## config.mk

```make
export PLATFORM = sky130hd
export DESIGN_NAME = cache_tr_flush
export DESIGN_NICKNAME = d
export VERILOG_FILES = /design/src/rtl/cache_tr_pkg.sv /design/src/rtl/cache_state_array.sv /design/src/rtl/cache_lru_array.sv /design/src/rtl/cache_flush_seq.sv /design/src/rtl/cache_tr_flush.sv
export SDC_FILE = /design/constraint.sdc
export NUM_CORES = 1
export LEC_CHECK = 0
export BUFFER_PORTS_ARGS = -buffer_cell sky130_fd_sc_hd__buf_2
export CORE_MARGIN = 1
export CORE_UTILIZATION = 50
export CTS_BUF_LIST = sky130_fd_sc_hd__clkbuf_4 sky130_fd_sc_hd__clkbuf_8
export DETAILED_ROUTE_END_ITERATION = 7
export HOLD_SLACK_MARGIN = 0.05
export PLACE_DENSITY = 0.72
export SETUP_SLACK_MARGIN = 0.05
export SLEW_MARGIN = 20
export SYNTH_ARGS = -nofsm -noshare
export SYNTH_HDL_FRONTEND = slang
export SYNTH_SLANG_ARGS = --single-unit
```

## constraint.sdc

```tcl
create_clock -name clk -period 5.6 [get_ports clk]
set_input_delay 0.56 -clock clk [delete_from_list [all_inputs] [get_ports clk]]
set_output_delay 0.56 -clock clk [all_outputs]
set_load 0.05 [all_outputs]
```

## src/rtl/cache_tr_pkg.sv

```systemverilog
package cache_tr_pkg;

  typedef enum logic [1:0] {
    LS_INV = 2'b00,
    LS_EXC = 2'b01,
    LS_SHR = 2'b10,
    LS_MOD = 2'b11
  } line_state_e;

  typedef enum logic [1:0] {
    OP_READ  = 2'b00,
    OP_STATE = 2'b01,
    OP_LRU   = 2'b10,
    OP_FLUSH = 2'b11
  } tr_op_e;

  localparam int unsigned NUM_WAYS = 4;
  localparam int unsigned LRU_W    = 3;

  // In write-through compatibility only the H bit survives.
  function automatic logic [1:0] legal_state(input logic [1:0] req, input logic wb_mode);
    return wb_mode ? req : {req[1], 1'b0};
  endfunction

  function automatic logic [31:0] pack_status(input logic wb_mode, input logic [7:0] ways,
                                              input logic [1:0] way, input logic [2:0] lru);
    logic [31:0] r;
    r = '0;
    r[6:4] = lru;
    if (wb_mode) r[1:0] = ways[way*2 +: 2];
    else begin
      for (int i = 0; i < NUM_WAYS; i++) r[i] = ways[2*i+1];
    end
    return r;
  endfunction

endpackage

```

## src/rtl/cache_state_array.sv

```systemverilog
module cache_state_array
  import cache_tr_pkg::*;
#(
  parameter int unsigned NUM_SETS = 16,
  parameter int unsigned SET_W    = $clog2(NUM_SETS)
) (
  input  logic             clk,
  input  logic             rst_n,
  input  logic             clr_all,
  input  logic             wr_en,
  input  logic [SET_W-1:0] wr_set,
  input  logic [1:0]       wr_way,
  input  logic [1:0]       wr_val,
  input  logic [SET_W-1:0] rd_set,
  output logic [7:0]       rd_ways,
  output logic             any_valid
);
  localparam int unsigned ROW_W = 2 * NUM_WAYS;

  logic [ROW_W-1:0] mem [NUM_SETS];

  always_ff @(posedge clk) begin
    if (!rst_n || clr_all) begin
      for (int s = 0; s < NUM_SETS; s++) mem[s] <= '0;
    end else if (wr_en) begin
      mem[wr_set][wr_way*2 +: 2] <= wr_val;
    end
  end

  assign rd_ways = mem[rd_set];

  always_comb begin
    any_valid = 1'b0;
    for (int s = 0; s < NUM_SETS; s++) any_valid = any_valid | (|mem[s]);
  end

  assert_global_state_clear_R5: assert property (@(posedge clk) disable iff (!rst_n)
    clr_all |=> !any_valid);

  assert_no_write_with_clear_R5: assert property (@(posedge clk) disable iff (!rst_n)
    clr_all |-> !wr_en);

endmodule

```

## src/rtl/cache_lru_array.sv

```systemverilog
module cache_lru_array
  import cache_tr_pkg::*;
#(
  parameter int unsigned NUM_SETS = 16,
  parameter int unsigned SET_W    = $clog2(NUM_SETS)
) (
  input  logic             clk,
  input  logic             rst_n,
  input  logic             clr_all,
  input  logic             wr_en,
  input  logic [SET_W-1:0] wr_set,
  input  logic [LRU_W-1:0] wr_val,
  input  logic [SET_W-1:0] rd_set,
  output logic [LRU_W-1:0] rd_lru,
  output logic             any_set
);
  logic [LRU_W-1:0] mem [NUM_SETS];

  always_ff @(posedge clk) begin
    if (!rst_n || clr_all) begin
      for (int s = 0; s < NUM_SETS; s++) mem[s] <= '0;
    end else if (wr_en) begin
      mem[wr_set] <= wr_val;
    end
  end

  assign rd_lru = mem[rd_set];

  always_comb begin
    any_set = 1'b0;
    for (int s = 0; s < NUM_SETS; s++) any_set = any_set | (|mem[s]);
  end

  assert_global_lru_clear_R5: assert property (@(posedge clk) disable iff (!rst_n)
    clr_all |=> !any_set);

endmodule

```

## src/rtl/cache_flush_seq.sv

```systemverilog
module cache_flush_seq
  import cache_tr_pkg::*;
#(
  parameter int unsigned NUM_SETS = 16,
  parameter int unsigned SET_W    = $clog2(NUM_SETS)
) (
  input  logic             clk,
  input  logic             rst_n,
  input  logic             wb_mode,
  input  logic             ent_we,
  input  logic [SET_W+1:0] ent_wdata,
  input  logic             ctl_we,
  input  logic [13:0]      ctl_wdata,
  input  logic [7:0]       rd_ways,
  input  logic [LRU_W-1:0] rd_lru,
  output logic [SET_W-1:0] sel_set,
  output logic             clr_all,
  output logic             st_wr_en,
  output logic [SET_W-1:0] st_wr_set,
  output logic [1:0]       st_wr_way,
  output logic [1:0]       st_wr_val,
  output logic             lru_wr_en,
  output logic [LRU_W-1:0] lru_wr_val,
  output logic [31:0]      stat_rdata,
  output logic             busy,
  output logic             wb_req,
  output logic [SET_W-1:0] wb_set,
  output logic [1:0]       wb_way,
  input  logic             wb_ack
);
  logic [SET_W-1:0] set_q;
  logic [1:0]       way_q;
  logic             pend_q;
  logic [SET_W-1:0] pset_q;
  logic [1:0]       pway_q;
  logic [31:0]      stat_q;

  // Named decode events
  tr_op_e      op;
  logic        ctl_take, ent_take;
  logic        do_read, do_state, do_lru;
  logic        flush_all, flush_line, flush_line_mod, flush_line_clean;
  logic        ack_take;
  logic [1:0]  sel_state;
  logic        spare_nonzero;

  assign op              = tr_op_e'(ctl_wdata[1:0]);
  assign ctl_take        = ctl_we && !pend_q;
  assign ent_take        = ent_we && !pend_q;
  assign do_read         = ctl_take && (op == OP_READ);
  assign do_state        = ctl_take && (op == OP_STATE);
  assign do_lru          = ctl_take && (op == OP_LRU);
  assign flush_all       = ctl_take && (op == OP_FLUSH) && !ctl_wdata[13];
  assign flush_line      = ctl_take && (op == OP_FLUSH) &&  ctl_wdata[13];
  assign sel_state       = rd_ways[way_q*2 +: 2];
  assign flush_line_mod  = flush_line && (sel_state == LS_MOD);
  assign flush_line_clean= flush_line && (sel_state != LS_MOD);
  assign ack_take        = pend_q && wb_ack;
  assign spare_nonzero   = |ctl_wdata[12:2];

  assign sel_set = set_q;

  // Entry register
  always_ff @(posedge clk) begin
    if (!rst_n) begin
      set_q <= '0;
      way_q <= '0;
    end else if (ent_take) begin
      way_q <= ent_wdata[1:0];
      set_q <= ent_wdata[SET_W+1:2];
    end
  end

  // Write-back handshake
  always_ff @(posedge clk) begin
    if (!rst_n) begin
      pend_q <= 1'b0;
      pset_q <= '0;
      pway_q <= '0;
    end else if (flush_line_mod) begin
      pend_q <= 1'b1;
      pset_q <= set_q;
      pway_q <= way_q;
    end else if (ack_take) begin
      pend_q <= 1'b0;
    end
  end

  // Status register
  always_ff @(posedge clk) begin
    if (!rst_n) stat_q <= '0;
    else if (do_read) stat_q <= pack_status(wb_mode, rd_ways, way_q, rd_lru);
  end

  // Array write port selection
  always_comb begin
    st_wr_en  = 1'b0;
    st_wr_set = set_q;
    st_wr_way = way_q;
    st_wr_val = LS_INV;
    if (ack_take) begin
      st_wr_en  = 1'b1;
      st_wr_set = pset_q;
      st_wr_way = pway_q;
    end else if (do_state) begin
      st_wr_en  = 1'b1;
      st_wr_val = legal_state(ctl_wdata[3:2], wb_mode);
    end else if (flush_line_clean) begin
      st_wr_en  = 1'b1;
    end
  end

  assign clr_all    = flush_all;
  assign lru_wr_en  = do_lru;
  assign lru_wr_val = ctl_wdata[6:4];

  assign stat_rdata = stat_q;
  assign busy       = pend_q;
  assign wb_req     = pend_q;
  assign wb_set     = pset_q;
  assign wb_way     = pway_q;

  assert_req_from_modified_R7: assert property (@(posedge clk) disable iff (!rst_n)
    $rose(wb_req) |-> $past(flush_line_mod));

  assert_req_held_R8: assert property (@(posedge clk) disable iff (!rst_n)
    (wb_req && !wb_ack) |=> (wb_req && $stable(wb_set) && $stable(wb_way)));

  assert_ack_releases_R8: assert property (@(posedge clk) disable iff (!rst_n)
    (wb_req && wb_ack) |=> (!wb_req && !busy));

  assert_busy_blocks_writes_R9: assert property (@(posedge clk) disable iff (!rst_n)
    (busy && !wb_ack) |-> (!st_wr_en && !lru_wr_en && !clr_all));

  assert_global_flush_no_wb_R10: assert property (@(posedge clk) disable iff (!rst_n)
    (flush_all && spare_nonzero) |=> !wb_req);

endmodule

```

## src/rtl/cache_tr_flush.sv

```systemverilog
module cache_tr_flush
  import cache_tr_pkg::*;
#(
  parameter int unsigned NUM_SETS = 16,
  parameter int unsigned SET_W    = $clog2(NUM_SETS)
) (
  input  logic             clk,
  input  logic             rst_n,
  input  logic             wb_mode,
  input  logic             ent_we,
  input  logic [SET_W+1:0] ent_wdata,
  input  logic             ctl_we,
  input  logic [13:0]      ctl_wdata,
  output logic [31:0]      stat_rdata,
  output logic             busy,
  output logic             wb_req,
  output logic [SET_W-1:0] wb_set,
  output logic [1:0]       wb_way,
  input  logic             wb_ack
);
  logic [SET_W-1:0] sel_set;
  logic [7:0]       rd_ways;
  logic [LRU_W-1:0] rd_lru;
  logic             clr_all;
  logic             st_wr_en;
  logic [SET_W-1:0] st_wr_set;
  logic [1:0]       st_wr_way;
  logic [1:0]       st_wr_val;
  logic             lru_wr_en;
  logic [LRU_W-1:0] lru_wr_val;
  logic             any_valid;
  logic             any_lru;

  cache_flush_seq #(.NUM_SETS(NUM_SETS), .SET_W(SET_W)) u_seq (
    .clk, .rst_n, .wb_mode, .ent_we, .ent_wdata, .ctl_we, .ctl_wdata,
    .rd_ways, .rd_lru, .sel_set, .clr_all,
    .st_wr_en, .st_wr_set, .st_wr_way, .st_wr_val,
    .lru_wr_en, .lru_wr_val, .stat_rdata, .busy,
    .wb_req, .wb_set, .wb_way, .wb_ack
  );

  cache_state_array #(.NUM_SETS(NUM_SETS), .SET_W(SET_W)) u_state (
    .clk, .rst_n, .clr_all,
    .wr_en(st_wr_en), .wr_set(st_wr_set), .wr_way(st_wr_way), .wr_val(st_wr_val),
    .rd_set(sel_set), .rd_ways, .any_valid
  );

  cache_lru_array #(.NUM_SETS(NUM_SETS), .SET_W(SET_W)) u_lru (
    .clk, .rst_n, .clr_all,
    .wr_en(lru_wr_en), .wr_set(sel_set), .wr_val(lru_wr_val),
    .rd_set(sel_set), .rd_lru, .any_set(any_lru)
  );

  assert_reset_idle_R1: assert property (@(posedge clk)
    $past(!rst_n) |-> (!any_valid && !any_lru && !busy));

endmodule

```

# Word level (Yosys, flattened, before mapping)
# Memory sizes are Yosys's and may differ from the RTL's. A register that Yosys moved wholly into a read port is not among the register bits.
# Index checks and enable logic that the tools add are counted.
[word_totals]
regBits = 20
mem_bits_rw = 176
in_bits = 26
out_inout_bits = 40
elab_cells = 65
n_memories = 2
[classes]
add_sub_neg = 1
n_eq_ne = 5
shifts = 3
n_mux = 28
reduce_logical = 20
[mem_list]
columns = ["name", "words", "word_bits", "read_ports", "rd_clocked_by_memory_dff", "write_ports", "line_no", "source"]
rows = [
  ["u_state.mem", 16, 8, 1, 1, 16, "cache_state_array.sv:20", "logic [ROW_W-1:0] mem [NUM_SETS];"],
  ["u_lru.mem", 16, 3, 1, 1, 16, "cache_lru_array.sv:17", "logic [LRU_W-1:0] mem [NUM_SETS];"],
]
[op_table]
columns = ["op", "n"]
rows = [
  ["$neg A3 Y34", 1],
  ["$shift A2 B34 Y8 const A", 1],
  ["$shiftx A2 B34 Y8", 1],
  ["$mux W8", 3],
  ["$mux W4", 5],
  ["$mux W1", 14],
  ["$logic_and A1 B1 Y1", 11],
  ["$mux W2", 5],
  ["$reduce_or A8 Y1", 1],
  ["$shiftx A8 B4 Y2", 1],
  ["$eq A2 B2 Y1 const B", 3],
  ["$logic_not A1 Y1", 4],
  ["$mux W3", 1],
  ["$reduce_or A3 Y1", 1],
  ["$eq A2 B1 Y1 const B", 1],
  ["$logic_not A2 Y1", 1],
  ["$ne A2 B2 Y1 const B", 1],
  ["$reduce_bool A2 Y1", 1],
  ["$logic_or A1 B1 Y1", 1],
]

# Depth between registers and ports, before layout
[logic_depth]
ltp_word = 13
ltp_mapped = 10
ltp_nobuf = 7

# Cells and area by module
# From an unflattened synthesis, not the netlist that was laid out.
[unflattened]
hier_cells = 887
area_unflattened_um2 = 10206.0
[by_module_without_submodules]
columns = ["module", "n_inst", "cells_per_inst", "area_per_inst_um2", "seq_area_each_um2"]
rows = [
  ["cache_state_array", 1, 567, 6463.7, 3843.7],
  ["cache_lru_array", 1, 192, 2523.7, 1441.4],
  ["cache_flush_seq", 1, 128, 1218.7, 400.4],
]

# Least setup slack after synthesis
# OpenSTA, ideal clock, no wires.
[synth_timing]
path_type = "reg2reg"
start = "reg u_seq.pend_q, in the netlist u_seq.busy"
end = "mem u_state.mem[0][2] (netlist bit) (data pin)"
setup_ps = 266
t_arrival_ps = 2619
required_time_ps = 5334
setup_slack_ps = 2715
stages_incl_launch_ff = 10
path_buffers = 3
period_less_slack_ps = 2885
path_cell_list = "dfxtp_1 -> clkbuf_1 -> nand2_1 -> mux2i_1 -> inv_1 -> ha_1 -> clkbuf_1 -> nand4_1 -> clkbuf_1 -> nor2_1"
[synth_lines]
columns = ["element", "line_no", "source"]
rows = [
  ["start, declared", "cache_flush_seq.sv:33", "logic pend_q;"],
  ["start signal, assigned", "cache_flush_seq.sv:77", "pend_q <= 1'b0;"],
  ["start signal, assigned", "cache_flush_seq.sv:81", "pend_q <= 1'b1;"],
  ["start signal, assigned", "cache_flush_seq.sv:85", "pend_q <= 1'b0;"],
  ["end, declared", "cache_state_array.sv:20", ""],
]

==> summary.txt <==
Starting Density = 51.17%
DRT iter0 DRCs = 706
Syn avg cell area = 10.92 um^2
Grt ovf = 0
Routed WL per cell = 19.60 um
Tightest Pin Transition = 1.081 ns
Number of synthesized flops with an enable pin = 176
YS warnings = 0
Register area = 5768 um^2
Worst-skew pair later-pin latency = 0.48 ns
Final setup viols = 0
Num CTS Buffers = 17
Ant. Diodes = 0
Final Skew = 0.02633 ns
WHS Path Cells = 3
Max-slew violation count = 0
Period utilization = 67.98%
Arrival time at the worst endpoint = 3.93 ns
Tmin final = 3.807 ns
Distinct cells, synth = 38
DRC viols = 0
Final Wtd Congestion = 0.8362
Final ANT Viol Nets = 0
F_max = 262.7 MHz
Crit end category = register
Final setup TNS = 0 ns
Sequential share of the synthesized area = 55.33%
Peak fanout along the critical path = 32
Vias in the first global route = 6847
Cell area after synthesis = 10420 um^2
Worst IR Drop VDD = 149.7 uV
Setup crit start kind = register
First-pass GRT wire length = 37830 um
Hpwl dp = 16580 um
Synth async-reset ratio = 0%
Synth area leaders = edfxtp_1, mux4_2, nor2_1, dfxtp_1, a21oi_1
WL final = 23990 um
Clock tree sinks = 200
Syn Inst Count = 954
Multi-input combinational cell area = 4224 um^2
Nets = 972
Utilization after layout = 54.13%
Chip width = 146.4 um
# fillers = 1690
TritonCTS clock tree = yes
Status = finished clean
Pwr dens = 266.6 nW/um^2
Largest net degree at the start of global routing = 65
Initial antenna violation count = 0
Synth-to-layout area growth = 5.788%
Top-area cell type share of the netlist area = 50.72%
Via/cell ratio = 5.902
Post_cts resized = 0
Total of max-cap violations = 0
Io pins = 66
Routed via count = 7224
HP Class = input port to register
Share of post-route cells with drive strength above 1 = 17.61%
Overall Power = 2.938 mW
RSZ-0062 raised after global routing = false
Die H = 146.4 um
Clk Tree Root Cell = clkbuf_8
IO Port Bufs = 34
Final Cell Area = 11020 um^2
Placement Rows = 52
Postcts setup bufs = 0
Top FF cell, synth = edfxtp_1
Total GRT Usage = 23.48%
Die Area = 21420 um^2
Total core area = 20360 um^2
Required @ worst endpoint = 5.72 ns
Post-synthesis register bit count = 200
Static Leak = 3.738 nW
Clock Path Buffers = 2
FF-to-FF path depth = 8
Endpoints failing hold = 0
DRT Pass-1 Iters = 5
Worst setup path class = register to register
DP Area = 10650 um^2
Clk slew on worst S/H paths = 0.11 ns
Max transition margin = 27.72%
Cts hold-fix bufs = 0
Synth area leader = edfxtp_1
H-tree depth = 4
worst max-delay path, stage by stage (launching register included):
cell     delay (ns)
dfxtp_2        0.72
buf_4          0.48
mux4_2         0.61
a22oi_1        0.29
a21oi_1        0.12
nor4_2         0.52
nor2_4         0.04
buf_4          0.26
o21ai_0        0.39
cell usage after synthesis, drive strengths merged (7+ instances only):
master  number
buf         45
a22oi       16
and3        11
dfxtp       24
or2         29
nand4        7
a21oi       77
nor2       178
o21ai       67
edfxtp     176
nor2b       20
mux2i       20
nand2       84
nand2b       7
clkbuf      63
and2        40
mux4        47
nor3         7
flip-flops by register name, indices dropped and copies added (netlist names), named ones only:
| name | count |
|---|---|
| u_seq.busy | 1 |
| u_seq.sel_set | 4 |
| u_seq.way_q | 2 |
| u_seq.wb_set | 4 |
| u_lru.mem | 48 |
| u_state.mem | 128 |
| u_seq.stat_rdata | 7 |
| u_seq.wb_way | 2 |
kinds of logic after synthesis:
family	after synthesis	share of synthesized area (%)
AND/OR/NAND/NOR	397	17.78
flip-flops	200	55.33
AO/OA/AOI/OAI	172	8.886
buffers and inverters	111	5.175
multiplexers	68	12.19
adder cells (fa/ha/maj)	5	0.6004
other	1	0.03599
report_power, final:
part	internal (mW)	switching [mW]	total, mW
clock network	0.339	0.553	0.892
registers	1.68	0.0371	1.72
logic	0.111	0.220	0.331
layout make-up:
| class | instances | share of cell area, % |
|---|---|---|
| clock buffers | 19 | 2.259 |
| clock inverters | 13 | 1.158 |
| inverters | 3 | 0.1022 |
| multi-input cells | 667 | 38.32 |
| flip-flops and latches | 200 | 52.33 |
| well taps | 270 | 3.065 |
| repair buffers | 52 | 2.770 |
path summary, 6_finish.rpt:
| check | start | slack (ns) | to |
|---|---|---|---|
| worst min-delay path | ent_wdata[0] | 0.34 | u_seq.way_q[0]$_SDFFE_PN0P_ |
| worst max-delay path | register | 1.79 | u_state.mem[6][2]$_SDFFCE_PN0P_ |
| worst min register to register | u_seq.wb_way[0]$_SDFFE_PN0P_ | 0.50 | u_seq.wb_way[0]$_SDFFE_PN0P_ |
| worst max register to register | register | 1.79 | u_state.mem[6][2]$_SDFFCE_PN0P_ |
placed cells by master (no fill, tap or decap), types with 11 or more instances in the layout:
cell type / Yosys / layout
conb_1: 1 / 25
nor2_1: 178 / 177
edfxtp_1: 176 / 176
mux4_2: 47 / 47
and2_1: 40 / 40
clkbuf_8: 0 / 17
buf_2: 10 / 34
nand2_1: 84 / 84
a21oi_1: 77 / 77
buf_4: 27 / 18
or2_2: 29 / 29
a22oi_1: 16 / 16
mux2i_1: 20 / 20
nor2b_1: 20 / 20
dfxtp_1: 24 / 22
and3_1: 11 / 11
o21ai_1: 61 / 60
layer usage:
metal	GRT usage, %	up-vias	wire length (um)
li1	-	3332	-
met1	30.37	3520	9368
met2	39.64	327	12290
met3	4.344	45	1832
met4	8.438	0	493
met5	0	-	0
stage by stage:
step	worst slack [ns]	hold slack [ns]	cells
finish	1.793	0.3389	1224
global route	1.512	0.3240	1224
CTS	1.786	0.3204	1224
detailed placement	1.818	0.4766	1192
global placement	1.889	0.4733	1192
floorplan	2.715	0.5065	978
Power figures use the tool's default switching activity.
